==> src/rtl/bsz_pkg.sv <==
package bsz_pkg;
  typedef enum logic [1:0] {
    ST_IDLE = 2'd0,
    ST_ADDR = 2'd1,
    ST_DATA = 2'd2
  } bsz_state_e;
endpackage

==> src/rtl/bsz_size_decide.sv <==
module bsz_size_decide #(
  parameter int NBE = 4
) (
  input  logic [NBE-1:0] be_i,
  input  logic           in_data_i,
  input  logic           ready_ni,
  input  logic           bs16_ni,
  input  logic           na_ni,
  input  logic           na_lock_i,
  output logic           need_split_o,
  output logic           take16_o,
  output logic           na_lock_set_o
);
  localparam int HALF = NBE / 2;

  // Split only when both halves carry bytes
  assign need_split_o  = (|be_i[HALF-1:0]) & (|be_i[NBE-1:HALF]);
  assign take16_o      = in_data_i & ~ready_ni & ~bs16_ni & ~na_lock_i;
  // NA taken without size indication locks 32-bit mode
  assign na_lock_set_o = in_data_i & ~na_ni & bs16_ni;
endmodule

==> src/rtl/bsz_ctrl.sv <==
module bsz_ctrl
  import bsz_pkg::*;
(
  input  logic       clk_i,
  input  logic       rst_ni,
  input  logic       req_valid_i,
  input  logic       ready_ni,
  input  logic       take16_i,
  input  logic       need_split_i,
  input  logic       na_lock_set_i,
  output bsz_state_e state_o,
  output logic       second_o,
  output logic       na_lock_o,
  output logic       accept_o,
  output logic       cap_first_o,
  output logic       cap_second_o,
  output logic       done_o
);
  bsz_state_e state_q;
  logic second_q, na_lock_q, done_q;
  logic last_rdy, go_second;

  assign accept_o     = (state_q == ST_IDLE) & req_valid_i;
  assign last_rdy     = (state_q == ST_DATA) & ~ready_ni;
  assign cap_first_o  = last_rdy & ~second_q;
  assign cap_second_o = last_rdy & second_q;
  assign go_second    = cap_first_o & take16_i & need_split_i;

  always_ff @(posedge clk_i or negedge rst_ni) begin
    if (!rst_ni) begin
      state_q   <= ST_IDLE;
      second_q  <= 1'b0;
      na_lock_q <= 1'b0;
      done_q    <= 1'b0;
    end else begin
      done_q <= last_rdy & ~go_second;
      unique case (state_q)
        ST_IDLE: begin
          if (req_valid_i) begin
            state_q   <= ST_ADDR;
            na_lock_q <= 1'b0;
            second_q  <= 1'b0;
          end
        end
        ST_ADDR: state_q <= ST_DATA;
        ST_DATA: begin
          if (!ready_ni) begin
            na_lock_q <= 1'b0;
            if (go_second) begin
              state_q  <= ST_ADDR;
              second_q <= 1'b1;
            end else begin
              state_q  <= ST_IDLE;
              second_q <= 1'b0;
            end
          end else if (na_lock_set_i) begin
            na_lock_q <= 1'b1;
          end
        end
        default: state_q <= ST_IDLE;
      endcase
    end
  end

  assign state_o   = state_q;
  assign second_o  = second_q;
  assign na_lock_o = na_lock_q;
  assign done_o    = done_q;
endmodule

==> src/rtl/bsz_lanes.sv <==
module bsz_lanes #(
  parameter int ADDR_W = 30,
  parameter int DATA_W = 32
) (
  input  logic              clk_i,
  input  logic              rst_ni,
  input  logic              accept_i,
  input  logic              busy_i,
  input  logic              second_i,
  input  logic              cap_first_i,
  input  logic              cap_second_i,
  input  logic [ADDR_W-1:0] req_addr_i,
  input  logic [DATA_W/8-1:0] req_be_i,
  input  logic              req_we_i,
  input  logic [DATA_W-1:0] req_wdata_i,
  input  logic [DATA_W-1:0] bus_rdata_i,
  output logic [ADDR_W-1:0] bus_addr_o,
  output logic [DATA_W/8-1:0] be_q_o,
  output logic [DATA_W/8-1:0] be_no,
  output logic              bus_we_o,
  output logic [DATA_W-1:0] bus_wdata_o,
  output logic [DATA_W-1:0] rdata_o
);
  localparam int NBE   = DATA_W / 8;
  localparam int HBE   = NBE / 2;
  localparam int HDW   = DATA_W / 2;

  logic [ADDR_W-1:0] addr_q;
  logic [NBE-1:0]    be_q;
  logic              we_q;
  logic [DATA_W-1:0] wdata_q, rdata_q;

  always_ff @(posedge clk_i or negedge rst_ni) begin
    if (!rst_ni) begin
      addr_q  <= '0;
      be_q    <= '0;
      we_q    <= 1'b0;
      wdata_q <= '0;
      rdata_q <= '0;
    end else begin
      if (accept_i) begin
        addr_q  <= req_addr_i;
        be_q    <= req_be_i;
        we_q    <= req_we_i;
        wdata_q <= req_wdata_i;
      end
      if (cap_first_i)  rdata_q <= bus_rdata_i;
      if (cap_second_i) rdata_q[DATA_W-1:HDW] <= bus_rdata_i[HDW-1:0];
    end
  end

  always_comb begin
    if (!busy_i)       be_no = '1;
    else if (second_i) be_no = ~{be_q[NBE-1:HBE], {HBE{1'b0}}};
    else               be_no = ~be_q;
  end

  assign bus_wdata_o = second_i ? {2{wdata_q[DATA_W-1:HDW]}} : wdata_q;
  assign bus_addr_o  = addr_q;
  assign bus_we_o    = we_q;
  assign be_q_o      = be_q;
  assign rdata_o     = rdata_q;
endmodule

==> src/rtl/bus_sizer.sv <==
module bus_sizer
  import bsz_pkg::*;
#(
  parameter int ADDR_W = 30,
  parameter int DATA_W = 32
) (
  input  logic                clk_i,
  input  logic                rst_ni,
  input  logic                req_valid_i,
  output logic                req_ready_o,
  input  logic [ADDR_W-1:0]   req_addr_i,
  input  logic [DATA_W/8-1:0] req_be_i,
  input  logic                req_we_i,
  input  logic [DATA_W-1:0]   req_wdata_i,
  output logic                done_o,
  output logic [DATA_W-1:0]   rdata_o,
  output logic                ads_no,
  output logic [ADDR_W-1:0]   bus_addr_o,
  output logic [DATA_W/8-1:0] be_no,
  output logic                bus_we_o,
  output logic [DATA_W-1:0]   bus_wdata_o,
  input  logic [DATA_W-1:0]   bus_rdata_i,
  input  logic                ready_ni,
  input  logic                bs16_ni,
  input  logic                na_ni
);
  localparam int NBE = DATA_W / 8;

  bsz_state_e     state;
  logic           second_q, na_lock, accept, cap_first, cap_second;
  logic           need_split, take16, na_lock_set;
  logic [NBE-1:0] be_q;

  bsz_ctrl u_ctrl (
    .clk_i         (clk_i),
    .rst_ni        (rst_ni),
    .req_valid_i   (req_valid_i),
    .ready_ni      (ready_ni),
    .take16_i      (take16),
    .need_split_i  (need_split),
    .na_lock_set_i (na_lock_set),
    .state_o       (state),
    .second_o      (second_q),
    .na_lock_o     (na_lock),
    .accept_o      (accept),
    .cap_first_o   (cap_first),
    .cap_second_o  (cap_second),
    .done_o        (done_o)
  );

  bsz_size_decide #(.NBE(NBE)) u_size (
    .be_i          (be_q),
    .in_data_i     (state == ST_DATA),
    .ready_ni      (ready_ni),
    .bs16_ni       (bs16_ni),
    .na_ni         (na_ni),
    .na_lock_i     (na_lock),
    .need_split_o  (need_split),
    .take16_o      (take16),
    .na_lock_set_o (na_lock_set)
  );

  bsz_lanes #(.ADDR_W(ADDR_W), .DATA_W(DATA_W)) u_lanes (
    .clk_i        (clk_i),
    .rst_ni       (rst_ni),
    .accept_i     (accept),
    .busy_i       (state != ST_IDLE),
    .second_i     (second_q),
    .cap_first_i  (cap_first),
    .cap_second_i (cap_second),
    .req_addr_i   (req_addr_i),
    .req_be_i     (req_be_i),
    .req_we_i     (req_we_i),
    .req_wdata_i  (req_wdata_i),
    .bus_rdata_i  (bus_rdata_i),
    .bus_addr_o   (bus_addr_o),
    .be_q_o       (be_q),
    .be_no        (be_no),
    .bus_we_o     (bus_we_o),
    .bus_wdata_o  (bus_wdata_o),
    .rdata_o      (rdata_o)
  );

  assign req_ready_o = (state == ST_IDLE);
  assign ads_no      = ~(state == ST_ADDR);
endmodule

==> config.mk <==
export PLATFORM = sky130hd
export DESIGN_NAME = bus_sizer
export DESIGN_NICKNAME = d
export VERILOG_FILES = /design/src/rtl/bsz_pkg.sv /design/src/rtl/bsz_size_decide.sv /design/src/rtl/bsz_ctrl.sv /design/src/rtl/bsz_lanes.sv /design/src/rtl/bus_sizer.sv
export SDC_FILE = /design/constraint.sdc
export NUM_CORES = 1
export LEC_CHECK = 0
export BUFFER_PORTS_ARGS = -buffer_cell sky130_fd_sc_hd__buf_2
export CELL_PAD_IN_SITES_DETAIL_PLACEMENT = 1
export CELL_PAD_IN_SITES_GLOBAL_PLACEMENT = 2
export CORE_UTILIZATION = 32
export DETAILED_ROUTE_END_ITERATION = 12
export HOLD_SLACK_MARGIN = 0.05
export PLACE_DENSITY = 0.92
export SLEW_MARGIN = 20
export SYNTH_ARGS = -nofsm -noshare
export SYNTH_HDL_FRONTEND = slang
export SYNTH_SLANG_ARGS = --single-unit
export TNS_END_PERCENT = 100
==> constraint.sdc <==
create_clock -name clk_i -period 3.4 [get_ports clk_i]
set_input_delay 0.68 -clock clk_i [delete_from_list [all_inputs] [get_ports clk_i]]
set_output_delay 0.68 -clock clk_i [all_outputs]
set_load 0.01 [all_outputs]
---- Word level (Yosys, flattened, before mapping) ----
Index checks and enable logic that the tools add are counted.
operators by class
  order comparisons ....................... 0
  divide/modulo/power cells ............... 0
  multiplexer cells ....................... 16
  equal/unequal tests ..................... 5
  $add $sub $neg .......................... 0
  multipliers ............................. 0
  bitwise gates (word level) .............. 21
  shift-type cells ........................ 0
  reductions and logical operators ........ 9
operator list
  operator                                                               count
  16-bit 2-to-1 mux                                                      2
  32-bit 2-to-1 mux                                                      1
  1-bit AND                                                              12
  4-bit 2-to-1 mux                                                       2
  4-bit inverter                                                         2
  1-bit inverter                                                         7
  1-bit 2-to-1 mux                                                       6
  2-bit one-hot mux with 3 select lines                                  1
  3-bit AND reduction                                                    2
  2-bit nonzero test                                                     3
  2-bit 2-to-1 mux                                                       2
  2-bit != test, second input constant                                   2
  1-bit one-hot mux with 2 select lines                                  2
  2-bit OR reduction                                                     2
  3-bit != test, second input constant                                   1
  2-bit by 1-bit equality test with 1-bit output, second input constant  1
  2-bit equality test, second input constant                             1
  2-bit zero test                                                        1
  2-bit AND reduction                                                    1
word-level totals
  register bits ........................... 104
  output and inout port bits .............. 102
  bits in read-only memories .............. 0
  RAM bits ................................ 0
  memories ................................ 0
  bits in latches ......................... 0

---- Longest topological paths before layout ----
  depth in word-level cells ............... 9
  depth in mapped cells ................... 5
  depth with buffers taken out ............ 3

---- Modules after synthesis ----
From an unflattened synthesis, not the netlist that was laid out.
unflattened totals
  cell total of the unflattened synthesis .. 315
  area total of the unflattened synthesis .. 4,560.6 sq um
by module, submodules not included
  module           cells an instance  instances  area an instance (sq um)  seq. area each (sq um)
  bsz_lanes        283                1          4,261.6                   2,477.4
  bsz_ctrl         25                 1          244.0                     125.1
  bsz_size_decide  3                  1          32.5                      0.0
  bus_sizer        4                  1          22.5                      0.0

---- Worst setup path after synthesis ----
OpenSTA, ideal clock, no wires.
  path type ............................... reg-to-output
  start ................................... reg u_ctrl.second_q, in the netlist u_ctrl.second_o
  end ..................................... out bus_wdata_o[0]
  required time ........................... 2.720 ns
  path buffers ............................ 2
  arrival time ............................ 1.273 ns
  setup slack ............................. 1.447 ns
  stages on the path, launching flop included .. 4
  cell sequence ........................... dfrtp_1 > buf_2 > buf_1 > mux2_2
on the way
  longest elaborated chain between the ends .. 1
RTL lines
  element                 RTL line         RTL
  from (decl)             bsz_ctrl.sv:20   logic second_q, na_lock_q, done_q;
  from (signal assigned)  bsz_ctrl.sv:32   second_q <= 1'b0;
  from (signal assigned)  bsz_ctrl.sv:42   second_q <= 1'b0;
  from (signal assigned)  bsz_ctrl.sv:51   second_q <= 1'b1;
  16-bit 2-to-1 mux       bsz_lanes.sv:58  assign bus_wdata_o = second_i ? {2{wdata_q[DATA_W-1:HDW]}} : wdata_q;
  to (decl)               bus_sizer.sv:21  output logic [DATA_W-1:0] bus_wdata_o,
No other way between the ends.

---- Worst setup path in the final report ----
  start ................................... reg u_ctrl.second_q, in the netlist u_ctrl.second_o
  end ..................................... out bus_wdata_o[13]
Same word-level chain as after synthesis.

==> results by group <==
Detailed routing
  – Vias per inst: 4.56
  – Number of DRC violations after detailed-routing iteration 0: 85
  – Count of nets left with antenna violations after detail routing: 0
  – Length of the first detailed-routing pass in iterations: 4
  – Average detailed-routed wire length per instance: 16.1 um
  – Vias after detailed routing: 3082
  – Total Routed Length: 10.9 mm
  – DRC violation count after routing: 0

Placed design
  – Detailed placement HPWL: 8.01 mm
  – Final weighted congestion of routability-driven global placement: 0.727
  – Number of port buffers: 206

STA
  – Hold Violations, Final: 0
  – Final setup fails: 0
  – Setup clock skew after layout: 0.00711 ns
  – Setup_tns: 0 ns
  – Worst slew margin relative to its limit: 0.384
  – Worst Tran Pin Value: 0.924 ns
  – Final worst path period need: 2.32 ns
  – Setup repair after global routing missed its margin: no
  – Final worst path period share: 0.683
  – Highest achievable clock rate: 0.431 GHz
  – Max Transition Viols Final: 0

Status
  – Result of the run: complete, no violations

Synthesis
  – Library cell occupying the most area in the post-synthesis netlist: sky130_fd_sc_hd__dfrtp_1
  – Cell variety after synth: 26
  – Gate count after technology mapping: 306
  – Total nets after synthesis: 411
  – Top FF cell, synth: sky130_fd_sc_hd__dfrtp_1
  – Portion of synthesized cell area occupied by the leading cell type: 0.589
  – Mean Syn Cell Area: 14.4 um2
  – Count of flip-flops with a built-in enable after synthesis: 0
  – Sequential share of the synthesized area: 0.589
  – Synthesis warning total: 0
  – Post-synthesis register bit count: 104
  – Largest cells by area after synthesis: sky130_fd_sc_hd__dfrtp_1 (59%), sky130_fd_sc_hd__mux2_2 (23%), sky130_fd_sc_hd__mux2i_1 (3.6%)
  – Cell area after synthesis: 4420 um2
  – Fraction of registers with async set or reset after synthesis: 1.00

Flow run
  – Max capacitance violation total: 0

Cells and area
  – P&R area growth vs syn: 31.4%
  – Antenna diodes: 0
  – Ratio of cells with drive above 1 in the final layout: 0.652
  – Number of nets in the layout: 600
  – Utilization of the core after routing: 0.435
  – Fillcell total: 1472

Worst setup path
  – Endpoint type of the worst setup path: output pin
  – Critical-path maximum fanout: 21
  – Data required time at the worst endpoint: 2.72 ns
  – Worst setup path category: flip-flop to output pin
  – Data arrival time of the critical path: 1.64 ns
  – Category of the worst setup path launch point: flip-flop

Global routing
  – Total congestion overflow after global routing: 0
  – Overall fraction of global-route tracks in use: 0.160
  – Global-route wire length before repair: 17.5 mm
  – Vias in the first global route: 3373
  – Maximum number of pins on one net before global-route repair: 71
  – Initial antenna violation count: 0

Power and ir drop
  – Power density relative to cell area: 965 nW/um2
  – Peak supply drop: 0.449 mV
  – Leakage power figure: 0.00279 uW

CTS
  – Number of buffers created by CTS: 9
  – Setup Fix Bufs, Post-CTS: 0
  – Clock network latency to the later pin of the worst-skew pair: 0.34 ns
  – CTS clk-pin slew, worst paths: 0.07 ns
  – Bufs on Longest Clock Path: 2
  – Total clock sinks: 104
  – Root buffer cell: sky130_fd_sc_hd__clkbuf_16
  – Cts-stage hold buffer count: 0
  – Quantity of gates resized following cts: 0
  – Clock tree from TritonCTS: done
  – Htree depth: 3

Die
  – I/O Pins: 207
  – Area inside the core boundary: 13300 um2
  – Die extent in x: 119 um
  – Core Rows: 42
  – Starting density of the core: 0.331
  – Vertical extent of the die: 119 um
  – Die Area: 14300 um2

Min path
  – Worst min-delay path category: primary input to async pin
final timing paths:
path | slack, ns | startpoint | to | cells past startpoint
max in group asynchronous | 2.26 | rst_ni | u_lanes.wdata_q[1] | 2
hold / removal | 0.39 | rst_ni | u_lanes.rdata_o[10] | 1
setup / recovery | 1.08 | u_ctrl.second_o | bus_wdata_o[13] | 2
min in group clk_i | 0.48 | u_lanes.rdata_o[22] | u_lanes.rdata_o[22] | 2
hold reg to reg | 0.48 | u_lanes.rdata_o[22] | u_lanes.rdata_o[22] | 2
setup reg to reg | 1.36 | u_ctrl.state_o[0] | u_lanes.bus_addr_o[3] | 3
stage by stage:
step / setup WS [ns] / total power, uW / hold slack [ns] / instance area (um2) / instances
final: 1.08 / 5600 / 0.390 / 5800 / 676
after global routing: 0.982 / 5980 / 0.435 / 5800 / 676
after CTS: 1.03 / 5710 / 0.419 / 5800 / 676
after detailed placement: 1.15 / 4620 / 0.465 / 5500 / 660
after global placement: 1.21 / 4510 / 0.460 / 5500 / 660
after floorplan: 1.45 / 3760 / 0.384 / 4420 / 306
critical path: stages (launching register included):
cell and delay [ns]:
sky130_fd_sc_hd__dfrtp_2 0.75, sky130_fd_sc_hd__mux2_2 0.41, sky130_fd_sc_hd__buf_2 0.14
cell usage after synthesis (3+ instances only):
library cell	count
sky130_fd_sc_hd__dfrtp_1	104
sky130_fd_sc_hd__mux2_2	89
sky130_fd_sc_hd__nand2_1	20
sky130_fd_sc_hd__o21ai_0	18
sky130_fd_sc_hd__buf_4	16
sky130_fd_sc_hd__mux2i_1	16
sky130_fd_sc_hd__buf_2	10
sky130_fd_sc_hd__mux2_4	10
sky130_fd_sc_hd__nor2_1	4
sky130_fd_sc_hd__clkbuf_1	3
layout by cell type, fill, tap and decap left out, types with 2 or more instances in the layout:
master / instances
sky130_fd_sc_hd__clkbuf_1: 2
sky130_fd_sc_hd__buf_4: 4
sky130_fd_sc_hd__o21ai_0: 18
sky130_fd_sc_hd__nand2_1: 20
sky130_fd_sc_hd__mux2_2: 89
sky130_fd_sc_hd__mux2i_1: 16
sky130_fd_sc_hd__clkbuf_16: 9
sky130_fd_sc_hd__dfrtp_1: 103
sky130_fd_sc_hd__buf_2: 205
sky130_fd_sc_hd__nor2_1: 4
sky130_fd_sc_hd__clkinvlp_4: 2
sky130_fd_sc_hd__mux2_4: 10
where the power goes:
| part | switching [uW] | total (uW) | leakage (uW) | internal (uW) |
|---|---|---|---|---|
| Clock | 453 | 1050 | 0.000139 | 593 |
| Sequential | 397 | 2250 | 0.00124 | 1850 |
| Combinational | 1080 | 2310 | 0.00141 | 1230 |
per-layer routing:
metal  GRT usage  part of all wire  vias to the layer above
li1            -                 -                     1435
met1       0.195              0.41                     1511
met2       0.264              0.51                      122
met3      0.0517             0.073                       14
met4      0.0539             0.015                        0
met5           0                 0                        -
layout make-up:
class | count | area, um2 | share of cell area
Clock buffer | 12 | 246 | 0.0425
Timing Repair Buffer | 210 | 1080 | 0.185
Sequential cell | 104 | 2600 | 0.449
Inverter | 1 | 3.75 | 0.000647
Tap cell | 176 | 220 | 0.0379
Clock inverter | 4 | 53.8 | 0.00927
Multi-Input combinational cell | 169 | 1600 | 0.276
registers in the layout (all words and copies together) (netlist names):
name and count:
u_lanes.rdata_o 32, u_lanes.wdata_q 32, u_lanes.bus_addr_o 30, u_lanes.be_q_o 4, u_ctrl.state_o 2, u_ctrl.done_o 1, u_ctrl.na_lock_o 1, u_ctrl.second_o 1
u_lanes.bus_we_o 1
cell families after synthesis:
| family | Yosys count | share of synthesized area |
|---|---|---|
| mux | 115 | 0.297 |
| buf+inv | 33 | 0.0499 |
| compound gates | 22 | 0.0269 |
| flops | 104 | 0.589 |
| simple gates | 32 | 0.0368 |
(Power assumes the default switching activity.)
